## config.mk

```make
export PLATFORM = sky130hd
export DESIGN_NAME = uart_bank_decode
export DESIGN_NICKNAME = d
export VERILOG_FILES = /design/src/rtl/uart_bank_decode.sv
export SDC_FILE = /design/constraint.sdc
export NUM_CORES = 1
export LEC_CHECK = 0
export ABC_AREA = 0
export BUFFER_PORTS_ARGS = -buffer_cell sky130_fd_sc_hd__buf_2
export CAP_MARGIN = 40
export CELL_PAD_IN_SITES_DETAIL_PLACEMENT = 1
export CELL_PAD_IN_SITES_GLOBAL_PLACEMENT = 2
export CORE_MARGIN = 2
export CORE_UTILIZATION = 32
export CTS_CLUSTER_SIZE = 10
export DETAILED_ROUTE_END_ITERATION = 8
export GPL_ROUTABILITY_DRIVEN = 1
export GPL_TIMING_DRIVEN = 1
export PLACE_DENSITY = 0.81
export SLEW_MARGIN = 20
export SYNTH_ARGS = -nofsm -noshare
export SYNTH_HDL_FRONTEND = slang
export SYNTH_SLANG_ARGS = --single-unit
export TNS_END_PERCENT = 100
```

## constraint.sdc

```tcl
create_clock -name clk -period 3 [get_ports clk]
set_input_delay 0.15 -clock clk [delete_from_list [all_inputs] [get_ports clk]]
set_output_delay 0.15 -clock clk [all_outputs]
set_load 0.01 [all_outputs]
```

## src/rtl/uart_bank_decode.sv

```systemverilog
module uart_bank_decode #(
  parameter int             DW        = 8,
  parameter logic [DW-1:0]  BANK_KEY  = 8'hBF,
  parameter logic [DW-1:0]  FCR_VIEW  = 8'h0F,
  parameter int             RD_EN_BIT = 6
) (
  input  logic          clk,
  input  logic          rst_n,
  input  logic [2:0]    addr,
  input  logic          wr_en,
  input  logic          rd_en,
  input  logic [DW-1:0] wdata,
  output logic [DW-1:0] rdata,
  input  logic [DW-1:0] rhr_in,
  input  logic [DW-1:0] ier_in,
  input  logic [DW-1:0] isr_in,
  input  logic [DW-1:0] mcr_in,
  input  logic [DW-1:0] lsr_in,
  input  logic [DW-1:0] msr_in,
  output logic [7:0]    wr_stb,
  output logic [7:0]    rd_stb,
  output logic [DW-1:0] line_ctl,
  output logic [DW-1:0] fifo_ctl,
  output logic [DW-1:0] ext_feat,
  output logic [DW-1:0] xon_a,
  output logic [DW-1:0] xon_b,
  output logic [DW-1:0] xoff_a,
  output logic [DW-1:0] xoff_b,
  output logic [DW-1:0] add_ctl,
  output logic [DW-1:0] prescale,
  output logic [DW-1:0] sample_ctl,
  output logic [DW-1:0] clk_sel,
  output logic [DW-1:0] tx_trig,
  output logic [DW-1:0] rx_trig,
  output logic [DW-1:0] flow_lo,
  output logic [DW-1:0] flow_hi
);
  localparam int         NIDX  = 8;
  localparam int         IW    = $clog2(NIDX);
  localparam int         NEXT  = 5;
  localparam logic [2:0] A_FCR = 3'd2;
  localparam logic [2:0] A_LCR = 3'd3;
  localparam logic [2:0] A_IDX = 3'd5;
  localparam logic [2:0] A_SPR = 3'd7;

  logic [DW-1:0] lcr_q, spr_q, fcr_q;
  logic          bf_mode;
  logic [DW-1:0] ext_q [NEXT];
  logic [DW-1:0] idx_q [NIDX];

  logic          hid_hit, port_hit, idx_valid, idx_rd_on;
  logic [2:0]    hid_slot;
  logic [IW-1:0] idx_sel;

  always_comb begin
    hid_slot = 3'd0;
    case (addr)
      3'd2:    hid_slot = 3'd0;
      3'd4:    hid_slot = 3'd1;
      3'd5:    hid_slot = 3'd2;
      3'd6:    hid_slot = 3'd3;
      3'd7:    hid_slot = 3'd4;
      default: hid_slot = 3'd0;
    endcase
  end

  assign hid_hit   = bf_mode && (addr == A_FCR || addr >= 3'd4);
  assign port_hit  = !bf_mode && addr == A_IDX;
  assign idx_valid = spr_q < DW'(NIDX);
  assign idx_sel   = spr_q[IW-1:0];
  assign idx_rd_on = port_hit && idx_q[0][RD_EN_BIT];

  assign wr_stb = (wr_en && !hid_hit && !port_hit) ? (8'd1 << addr) : 8'd0;
  assign rd_stb = (rd_en && !hid_hit && !idx_rd_on) ? (8'd1 << addr) : 8'd0;

  always_ff @(posedge clk) begin
    if (!rst_n) begin
      lcr_q   <= '0;
      spr_q   <= '0;
      fcr_q   <= '0;
      bf_mode <= 1'b0;
      for (int i = 0; i < NEXT; i++) ext_q[i] <= '0;
      for (int i = 0; i < NIDX; i++) idx_q[i] <= '0;
    end else if (wr_en) begin
      if (addr == A_LCR) begin
        if (wdata == BANK_KEY) begin
          lcr_q[DW-1] <= 1'b1;
          bf_mode     <= 1'b1;
        end else begin
          lcr_q   <= wdata;
          bf_mode <= 1'b0;
        end
      end else if (hid_hit) begin
        ext_q[hid_slot] <= wdata;
      end else if (addr == A_SPR) begin
        spr_q <= wdata;
      end else if (addr == A_FCR) begin
        fcr_q <= wdata;
      end else if (port_hit && idx_valid) begin
        idx_q[idx_sel] <= wdata;
      end
    end
  end

  always_comb begin
    rdata = '0;
    if (hid_hit) begin
      rdata = ext_q[hid_slot];
    end else if (idx_rd_on) begin
      if (idx_valid)             rdata = idx_q[idx_sel];
      else if (spr_q == FCR_VIEW) rdata = fcr_q;
      else                       rdata = '0;
    end else begin
      case (addr)
        3'd0:    rdata = rhr_in;
        3'd1:    rdata = ier_in;
        3'd2:    rdata = isr_in;
        3'd3:    rdata = lcr_q;
        3'd4:    rdata = mcr_in;
        3'd5:    rdata = lsr_in;
        3'd6:    rdata = msr_in;
        default: rdata = spr_q;
      endcase
    end
  end

  assign line_ctl   = lcr_q;
  assign fifo_ctl   = fcr_q;
  assign ext_feat   = ext_q[0];
  assign xon_a      = ext_q[1];
  assign xon_b      = ext_q[2];
  assign xoff_a     = ext_q[3];
  assign xoff_b     = ext_q[4];
  assign add_ctl    = idx_q[0];
  assign prescale   = idx_q[1];
  assign sample_ctl = idx_q[2];
  assign clk_sel    = idx_q[3];
  assign tx_trig    = idx_q[4];
  assign rx_trig    = idx_q[5];
  assign flow_lo    = idx_q[6];
  assign flow_hi    = idx_q[7];
endmodule

```

# --- Word level (Yosys, flattened, before mapping) ---
# Memory sizes are Yosys's and may differ from the RTL's. A register that Yosys moved wholly into a read port is not among the register bits.
# Cells that the tools add are included.
classes:
  addsub: 0
  n_mul: 0
  div: 0
  magnitude_cmp: 2
  n_eq_ne: 9
  shift: 1
  mux: 32
  n_bitwise: 4
  n_reduce_logical: 20
op_table:
  columns: ["op", "n"]
  rows:
  - ["$mux 8", 8]
  - ["$pmux 8 s7", 1]
  - ["$mux 1", 18]
  - ["$reduce_or 8->1", 2]
  - ["$eq 3x3->1 const B", 4]
  - ["$mux 3", 4]
  - ["$pmux 3 s4", 1]
  - ["$eq 8x4->1 const B", 1]
  - ["$eq 8x8->1 const B", 1]
  - ["$logic_and 1x1->1", 8]
  - ["$lt 8x4->1 const B", 1]
  - ["$shl 1x3->8 const A", 1]
  - ["$eq 3x2->1 const B", 2]
  - ["$reduce_and 5->1", 1]
  - ["$logic_not 1->1", 4]
  - ["$not 1->1", 4]
  - ["$reduce_and 4->1", 1]
  - ["$eq 3x1->1 const B", 1]
  - ["$ge 3x3->1 const B", 1]
  - ["$logic_not 3->1", 1]
  - ["$reduce_and 3->1", 1]
  - ["$reduce_and 2->1", 1]
  - ["$logic_or 1x1->1", 1]
totals:
  reg_bits: 25
  latchBits: 0
  ram_bits: 104
  romBits: 0
  in_bits: 63
  output_inout_bits: 144
  wordCells: 75
  n_memories: 2
memory_table:
  columns: ["name", "depth", "word_bits", "rd", "rd_ports_with_merged_regs", "wr", "line_no", "rtl"]
  rows:
  - ["idx_q", 8, 8, 9, 1, 8, "49", "logic [DW-1:0] idx_q [NIDX];"]
  - ["ext_q", 5, 8, 6, 0, 5, "48", "logic [DW-1:0] ext_q [NEXT];"]

# --- Longest topological paths before layout ---
# Gate-level depths: netlist of the first run.
depth:
  depth_word: 13
  mapped_depth: 8

# --- Worst setup path before layout of the first run ---
# OpenSTA, ideal clock, no wires.
synth_path:
  path_type: "flip-flop to flip-flop"
  startpoint: "reg spr_q[7]"
  endpoint: "mem idx_q[1][0] (enable)"
  setup_ns: 0.398
  arrival_time_ns: 2.403
  required_ns: 2.602
  slack_ns: 0.199
  path_stages_with_launch: 5
  path_cell_list: "dfxtp_1 -> or4_4 -> or4_4 -> buf_6 -> o41ai_1"
synth_lines:
  columns: ["element", "line_no", "rtl"]
  rows:
  - ["start: declaration", "46", "logic [DW-1:0] lcr_q, spr_q, fcr_q;"]
  - ["start signal: assignment", "96", "spr_q <= wdata;"]
  - ["end: declaration", "49", null]

# --- Worst setup path in the final report of the first run ---
layout_path:
  startpoint: "reg bf_mode"
  endpoint: "out rdata[0]"
layout_between:
  elab_chain_cells: 5
  word_cells_on_any_way: 6
  cone_classes: "2 x mux; 4 x reduce/logical"
layout_rtl:
  columns: ["element", "line_no", "rtl"]
  rows:
  - ["start: declaration", "47", "logic bf_mode;"]
  - ["start signal: assignment", "81", "bf_mode <= 1'b0;"]
  - ["start signal: assignment", "88", "bf_mode <= 1'b1;"]
  - ["start signal: assignment", "91", "bf_mode <= 1'b0;"]
  - ["$logic_not 1->1", "68", "assign port_hit = !bf_mode && addr == A_IDX;"]
  - ["$logic_and 1x1->1", "68", null]
  - ["$logic_and 1x1->1", "71", "assign idx_rd_on = port_hit && idx_q[0][RD_EN_BIT];"]
  - ["$mux 8", "109", "end else if (idx_rd_on) begin"]
  - ["$mux 8 *", "107", "if (hid_hit) begin"]
  - ["end: declaration", "13", "output logic [DW-1:0] rdata,"]
# Mark *: on every way between the ends. The rest lies on a longest branch, timed or not.

==> qor.csv, run 1 <==
stage,metric,value,unit
grt,GRT overflow,0,
timing,slew margin rel.,49.1,%
synthesis,Mapped Area,0.00679,mm^2
cells_and_area,nets,866,
timing,Tcrit/Tclk final,93.0,%
timing,Final Setup Violations,0,
critical_path,critical path launch point type,flop,
timing,Hold WS,0.227,ns
grt,initial antenna violation count,1,
placed_design,Setup WS pre-CTS,0.352,ns
power,PD cells,545,mW/mm^2
clock_network,worst-skew pair later-pin latency,0.42,ns
timing,final slew viol count,0,
power,sequential power share,43.5,%
floorplanning,die area,0.0224,mm^2
power,NetSw,1240,uW
synthesis,mux contribution to synthesized area,11.1,%
synthesis,top-count cell post-synth,edfxtp_1,
cells_and_area,final instance area,0.00878,mm^2
grt,largest net degree at the start of global routing,42,
placed_design,hpwl dp,19.3,mm
timing,worst-margin pin slew,0.763,ns
synthesis,simple-gate share of the synthesized area,20.1,%
min_path,Hold Path Stages,3,
routing,via-per-instance ratio,5.32,
routing,DRT iter0 DRCs,417,
timing,final setup TNS,0,ns
critical_path,Worst Setup SP,bf_mode,
synthesis,Post-Synth Adder-Cell Area,0,%
timing,final clock skew,0.0101,ns
placed_design,IO Port Bufs,205,
timing,minimum clock period,2.79,ns
power,Leak,0.00373,uW
clock_network,TritonCTS Buffers,17,
clock_network,postcts setup bufs,0,
grt,number of global-route vias before repair,5852,
synthesis,"area leader, netlist",edfxtp_1,
critical_path,"Critical Path, Cell by Cell",and2b_1 > nand3_1 > nor4_1 > buf_4 > a21oi_1 > a32oi_1 > buf_2,
timing,RSZ-0062 raised after global routing,false,
critical_path,Worst R2R End,idx_q[0][6],
power,P_int,3550,uW
clock_network,Clock transition at path regs,0.06,ns
routing,final wirelength,26.3,mm
clock_network,# hold bufs at CTS,0,
critical_path,critical path's top delay family,simple AND/OR/NAND/NOR gates,
synthesis,Synth Flop Type,edfxtp_1,
clock_network,htree depth,4,
min_path,worst hold path type,input port to flop,
min_path,hold path endpoint,line_ctl[7],
synthesis,top cell type's share of synthesized area,46.0,%
synthesis,YS warnings,0,
synthesis,Synth Area in Compound Gates,11.0,%
clock_network,CTS tree,done,
min_path,hold path start,wdata[7],
floorplanning,die extent in x,150,um
routing,ANT nets after route,0,
synthesis,synthesized net count,662,
clock_network,TritonCTS Sinks,132,
power,switch share,25.9,%
grt,GR Util All Layers,23.1,%
clock_network,clock buffer depth,2,
synthesis,Mapped Cells,599,
synthesis,dominant cells by area after synthesis,"edfxtp_1 (46%), mux2i_1 (9.0%), dfxtp_1 (8.3%)",
timing,f_max,359,MHz
critical_path,worst reg2reg path startpoint,spr_q[7],
synthesis,Synth Area in XOR/XNOR,0,%
critical_path,crit path max fanout,10,
floorplanning,core area,0.0210,mm^2
timing,Final Hold Viols,0,
critical_path,worst r2r path cells,5,
critical_path,Crit. End Element,primary output,
power,Comb pwr share,10.5,%
critical_path,crit-path max cell delay,0.40,ns
synthesis,"EDFF count, synth",104,
flow_run,maxcap violations,0,
critical_path,buffers and inverters on the worst path,2,
placed_design,placed cell area,0.00816,mm^2
synthesis,async set or reset register ratio after synthesis,0,%
synthesis,Synth cell types,47,
routing,DRC viols,0,
critical_path,crit path DAT,2.64,ns
floorplanning,initial core utilization,32.4,%
synthesis,sequential fraction of the synthesis area,54.2,%
grt,first-pass GRT wire length,37.5,mm
power,clock share of power,46.1,%
routing,DR WL/cell,24.0,um
clock_network,Resize count post-CTS,0,
cells_and_area,Area growth syn-to-layout,29.3,%
floorplanning,Die Ht,150,um
synthesis,main combinational cell family by area after synthesis,simple AND/OR/NAND/NOR gates,
power,Max VDD drop,0.347,mV
timing,final worst slack,0.211,ns
critical_path,r2r setup slk,0.31,ns
placed_design,RD Place Congestion,0.835,
critical_path,CP max-delay cell,dfxtp_1,
clock_network,clk root buf,clkbuf_16,
synthesis,"Avg Cell Area, Syn",11.3,um^2
routing,via count,5804,
routing,drt pass-1 iters,5,
floorplanning,Top-Level Pins,207,
synthesis,commonest cells in the netlist,"edfxtp_1 (104), and2_1 (89), mux2i_1 (61), a21oi_1 (31)",
critical_path,WP data required,2.85,ns
status,status,"complete, no violations",
synthesis,Synth Register Bits,132,
cells_and_area,share of cells above drive strength 1,34.7,%
floorplanning,Rows,53,
critical_path,Setup CP Type,flop to primary output,
[worst min-delay path: stages]
cell and delay (ns):
buf_2 0.26, nand2_1 0.11, a21boi_0 0.07
[sequential cells by signal (all words and copies together) (netlist names), named ones only]
register  flops
spr_q         8
idx_q        64
line_ctl      8
fifo_ctl      8
ext_q        40
bf_mode       1
[cell type report]
class                   count  area [um^2]
repair buffers            231         1220
fillers                  2404        12200
well taps                 275          344
flip-flops and latches    132         3680
diodes                      1         2.50
multi-input cells         412         2880
clock buffers              17          425
clock inverters            15          195
inverters                   9         33.8
[power groups by stage]
stage	clock network [uW]	registers [uW]	logic, uW
2_1_floorplan	0	2120	228
3_3_place_gp	0	2120	494
3_5_place_dp	0	2120	499
4_1_cts	2230	2080	502
5_1_grt	2290	2090	537
6_report	2210	2080	501
[worst max-delay path by stage]
stage	to	slack [ns]	depth (start not counted)
global route	rdata[0]	0.04	7
CTS	rdata[0]	0.22	7
finish	rdata[0]	0.21	7
detailed placement	idx_q[0][6]	0.35	5
floorplan	idx_q[1][0]	0.20	4
global placement	idx_q[0][0]	0.43	5
[stage by stage]
step                power (uW)  instances  utilization [%]
floorplan                 2350        599                -
global placement          2610       1057             38.9
detailed placement        2620       1058             38.9
CTS                       4810       1090             41.9
global route              4910       1092             41.9
finish                    4790       1092             41.9
[kinds of logic (layout without fill, tap and decap cells)]
group / Yosys count / in the layout
AO/OA/AOI/OAI: 115 / 115
buffers and inverters: 55 / 272
flip-flops: 132 / 132
multiplexers: 69 / 69
other: 1 / 2
AND/OR/NAND/NOR: 227 / 227
[routing by layer]
layer	vias up	wire length, um	global-route usage [%]
met4	0	466	6.51
met2	210	13000	39.2
met3	28	1460	3.57
li1	2612	-	-
met5	-	0	0
met1	2954	11300	30.6
[cells in the final DEF, fill, tap and decap left out, types with 12 or more instances in the layout]
| cell | instances |
|---|---|
| and2_1 | 89 |
| a22oi_1 | 28 |
| dfxtp_1 | 27 |
| o21ai_0 | 19 |
| a21oi_1 | 31 |
| clkbuf_16 | 17 |
| edfxtp_1 | 104 |
| nand3_1 | 12 |
| mux2i_1 | 61 |
| buf_2 | 206 |
| nor2b_1 | 26 |
| and3_1 | 22 |
| nand2b_1 | 14 |
| nand2_1 | 15 |
| nor2_1 | 21 |
| buf_4 | 25 |
No activity file was read; power rests on OpenSTA's default activity.
==> run 2, diff against run 1 <==
--- a/config.mk
+++ b/config.mk
@@ -17,3 +17,2 @@
 export GPL_ROUTABILITY_DRIVEN = 1
-export GPL_TIMING_DRIVEN = 1
 export PLACE_DENSITY = 0.81
==> constraint.sdc (replaced) <==
create_clock -name clk -period 3 [get_ports clk]
set_input_delay 0.3 -clock clk [delete_from_list [all_inputs] [get_ports clk]]
set_output_delay 0.3 -clock clk [all_outputs]
set_load 0.01 [all_outputs]
==> qor.csv, run 2 (same netlist as run 1, synthesis figures left out) <==
stage,metric,value,unit
clock_network,htree depth,4,
timing,final worst slack,0.136,ns
timing,worst-margin pin slew,0.700,ns
floorplanning,die extent in x,150,um
timing,Hold WS,0.362,ns
clock_network,worst-skew pair later-pin latency,0.42,ns
min_path,worst hold path type,input port to flop,
critical_path,most frequent CP cell,nand3_1,
cells_and_area,"commonest non-fill, non-tap cells in the layout","buf_2 (205), edfxtp_1 (104), and2_1 (89), mux2i_1 (61), buf_4 (32)",
routing,DRT iter0 DRCs,465,
routing,drt pass-1 iters,5,
timing,f_max,349,MHz
cells_and_area,share of cells above drive strength 1,35.2,%
cells_and_area,Largest Register,idx_q,
cells_and_area,Non-Filler Instances,1098,
clock_network,Clock transition at path regs,0.06,ns
floorplanning,core area,0.0210,mm^2
clock_network,clock buffer depth,2,
timing,final setup TNS,0,ns
clock_network,Resize count post-CTS,0,
cells_and_area,fill count,2400,
placed_design,Post-Place Cells,1066,
placed_design,RD Place Congestion,0.940,
floorplanning,Top-Level Pins,207,
grt,GR Util All Layers,23.0,%
clock_network,postcts setup bufs,0,
timing,Final Setup Violations,0,
timing,Final Hold Viols,0,
grt,number of global-route vias before repair,5941,
critical_path,crit path DAT,2.56,ns
routing,via count,5810,
cells_and_area,final instance area,0.00882,mm^2
grt,first-pass GRT wire length,37.1,mm
status,status,"complete, no violations",
cells_and_area,nets,873,
routing,ANT nets after route,0,
critical_path,"Critical Path, Cell by Cell",and2b_1 > nand3_1 > nor3_1 > buf_4 > nand3_1 > a32oi_1 > buf_2,
power,PD cells,532,mW/mm^2
routing,final wirelength,26.2,mm
critical_path,crit-path max cell delay,0.41,ns
timing,minimum clock period,2.86,ns
floorplanning,Die Ht,150,um
timing,slew margin rel.,53.3,%
floorplanning,Rows,53,
cells_and_area,"commonest non-fill, non-tap cell in the layout",buf_2,
placed_design,IO Port Bufs,205,
grt,GRT overflow,0,
clock_network,# hold bufs at CTS,0,
timing,final clock skew,0.00731,ns
clock_network,clk root buf,clkbuf_16,
clock_network,CTS tree,done,
clock_network,TritonCTS Sinks,132,
floorplanning,initial core utilization,32.4,%
grt,largest net degree at the start of global routing,42,
timing,Tcrit/Tclk final,95.5,%
routing,DRC viols,0,
placed_design,hpwl dp,19.5,mm
cells_and_area,n_diodes,0,
grt,initial antenna violation count,0,
cells_and_area,max reg flops,64,
clock_network,TritonCTS Buffers,17,
critical_path,CP max-delay cell,dfxtp_1,
placed_design,Setup WS pre-CTS,0.320,ns
routing,via-per-instance ratio,5.29,
power,Max VDD drop,0.432,mV
flow_run,maxcap violations,0,
cells_and_area,Largest regs,"idx_q: 64 flops, ext_q: 40 flops",
routing,DR WL/cell,23.8,um
critical_path,WP data required,2.70,ns
critical_path,crit path max fanout,10,
critical_path,critical path launch point type,flop,
timing,RSZ-0062 raised after global routing,false,
power,Leak,0.00377,uW
cells_and_area,Area growth syn-to-layout,29.9,%
timing,final slew viol count,0,
critical_path,Setup CP Type,flop to primary output,
floorplanning,die area,0.0224,mm^2
critical_path,Crit. End Element,primary output,
placed_design,placed cell area,0.00823,mm^2
-- run 2: where the power goes --
part	switching [uW]	internal, uW	leakage (uW)
logic	312	191	0.00218
registers	53.7	2030	0.00130
clock network	865	1250	0.000288
-- run 2: cell type report --
class / count / area, um^2 / share of cell area [%]
Sequential cell: 132 / 3680 / 41.8
Multi-Input combinational cell: 412 / 2880 / 32.6
Timing Repair Buffer: 238 / 1290 / 14.6
Clock buffer: 17 / 425 / 4.82
Tap cell: 275 / 344 / 3.90
Clock inverter: 15 / 170 / 1.93
Inverter: 9 / 33.8 / 0.383
-- run 2: metrics by stage --
step / total power (uW) / util, %
floorplan: 2350 / -
global placement: 2610 / 39.2
detailed placement: 2620 / 39.3
CTS: 4710 / 42.1
global route: 4830 / 42.1
finish: 4700 / 42.1
-- run 2: worst paths after layout --
kind / from / endpoint / slack (ns) / cells past startpoint
hold / removal: wdata[6] / line_ctl[6] / 0.36 / 3
setup reg to reg: spr_q[7] / idx_q[0][6] / 0.34 / 5
setup / recovery: bf_mode / rdata[5] / 0.14 / 7
hold reg to reg: line_ctl[6] / line_ctl[6] / 0.54 / 2
-- run 2: metal layers --
layer	track usage, %	routed length (um)	vias up
met5	0	0	-
met4	7.50	591	0
met3	4.05	1410	41
met2	38.6	13000	231
met1	30.2	11200	2912
li1	-	-	2626
-- run 2: critical path: cells and delay by family (launching register included) --
| family | cells | cell delay, ns |
|---|---|---|
| buffers and inverters | 2 | 0.38 |
| AO/OA/AOI/OAI | 1 | 0.30 |
| flip-flops | 1 | 0.41 |
| AND/OR/NAND/NOR | 4 | 1.04 |
==> run 3, diff against run 2 <==
- clock period: 3 -> 3.15 ns (I/O delays scaled with it)
==> qor.csv, run 3 (same netlist as run 1, synthesis figures left out) <==
stage,metric,value,unit
cells_and_area,"commonest non-fill, non-tap cells in the layout","buf_2 (205), edfxtp_1 (104), and2_1 (89), mux2i_1 (61), a21oi_1 (31)",
clock_network,htree depth,4,
cells_and_area,Final Util,41.8,%
clock_network,TritonCTS Sinks,132,
timing,final slew viol count,0,
floorplanning,die extent in x,150,um
grt,GR Util All Layers,23.1,%
critical_path,buffers and inverters on the worst path,2,
power,PD cells,505,mW/mm^2
cells_and_area,Largest Register,idx_q,
grt,initial antenna violation count,0,
cells_and_area,max reg flops,64,
critical_path,crit path max fanout,20,
cells_and_area,n_diodes,0,
clock_network,clock buffer depth,2,
timing,slew margin rel.,50.1,%
routing,DR WL/cell,23.9,um
timing,final setup TNS,0,ns
cells_and_area,"commonest non-fill, non-tap cell in the layout",buf_2,
floorplanning,Die Ht,150,um
placed_design,IO Port Bufs,205,
grt,first-pass GRT wire length,37.3,mm
cells_and_area,Non-Filler Instances,1094,
min_path,worst hold path type,input port to flop,
clock_network,postcts setup bufs,0,
flow_run,maxcap violations,0,
floorplanning,core area,0.0210,mm^2
critical_path,Setup CP Type,flop to primary output,
cells_and_area,Area growth syn-to-layout,29.1,%
timing,final clock skew,0.00677,ns
routing,DRC viols,0,
floorplanning,Rows,53,
timing,Tcrit/Tclk final,93.0,%
floorplanning,Top-Level Pins,207,
placed_design,hpwl dp,19.6,mm
cells_and_area,Largest regs,"idx_q: 64 flops, ext_q: 40 flops",
critical_path,"Critical Path, Cell by Cell",buf_4 > mux2i_1 > a22oi_1 > nand3_1 > a31oi_1 > buf_2,
clock_network,Clock transition at path regs,0.06,ns
placed_design,Post-Place Cells,1061,
critical_path,crit path DAT,2.62,ns
grt,largest net degree at the start of global routing,41,
cells_and_area,nets,869,
critical_path,Crit. End Element,primary output,
timing,Final Hold Viols,0,
critical_path,critical path launch point type,flop,
routing,ANT nets after route,0,
grt,GRT overflow,0,
clock_network,TritonCTS Buffers,17,
timing,f_max,341,MHz
timing,RSZ-0062 raised after global routing,false,
routing,via count,5843,
critical_path,CP max-delay cell,dfxtp_2,
timing,Hold WS,0.383,ns
placed_design,RD Place Congestion,0.898,
critical_path,critical path's top delay family,flip-flops,
critical_path,WP data required,2.83,ns
cells_and_area,share of cells above drive strength 1,34.9,%
clock_network,CTS tree,done,
floorplanning,initial core utilization,32.4,%
status,status,"complete, no violations",
clock_network,clk root buf,clkbuf_16,
timing,worst-margin pin slew,0.747,ns
grt,number of global-route vias before repair,5938,
power,Leak,0.00373,uW
floorplanning,die area,0.0224,mm^2
power,Max VDD drop,0.380,mV
routing,final wirelength,26.1,mm
routing,DRT iter0 DRCs,421,
clock_network,# hold bufs at CTS,0,
timing,minimum clock period,2.93,ns
clock_network,worst-skew pair later-pin latency,0.43,ns
routing,drt pass-1 iters,5,
critical_path,crit-path max cell delay,0.75,ns
routing,via-per-instance ratio,5.34,
clock_network,Resize count post-CTS,0,
timing,Final Setup Violations,0,
[run 3: worst paths after layout]
path | from | endpoint | slack [ns] | depth (start not counted)
hold reg to reg | line_ctl[7] | line_ctl[7] | 0.51 | 2
hold / removal | wdata[7] | line_ctl[7] | 0.38 | 3
setup / recovery | flop | rdata[2] | 0.22 | 6
setup reg to reg | spr_q[7] | idx_q[2][3] | 0.48 | 5
[run 3: per-stage QoR]
step / instance area [um^2] / total power [uW] / worst slack [ns]
after floorplan: 6790 / 2240 / 0.349
after global routing: 8770 / 4560 / 0.0950
after detailed placement: 8180 / 2500 / 0.474
after global placement: 8180 / 2490 / 0.470
final: 8770 / 4430 / 0.220
after CTS: 8760 / 4450 / 0.233
[run 3: worst register-to-register path: stages, from the launching register on]
cell and delay (ns):
dfxtp_1 0.32, or4_4 0.55, or4_4 0.58, nor2_2 0.17, and3_1 0.32, nand2b_1 0.38
[run 3: where the power goes]
| part | leakage, uW | switching (uW) | internal (uW) |
|---|---|---|---|
| Sequential | 0.00130 | 53.6 | 1930 |
| Clock | 0.000277 | 799 | 1170 |
| Combinational | 0.00216 | 298 | 179 |
[run 3: cell type report]
class | count | area (um^2)
Clock buffer | 17 | 425
Clock inverter | 15 | 156
Fill cell | 2392 | 12200
Inverter | 9 | 33.8
Multi-Input combinational cell | 412 | 2880
Sequential cell | 132 | 3680
Tap cell | 275 | 344
Timing Repair Buffer | 234 | 1240
[run 3: per-layer routing]
metal | wire (um) | track usage (%) | up-vias
met2 | 12800 | 38.7 | 251
met4 | 735 | 9.10 | 0
met5 | 0 | 0 | -
li1 | - | - | 2616
met1 | 10900 | 30.0 | 2928
met3 | 1650 | 3.75 | 48
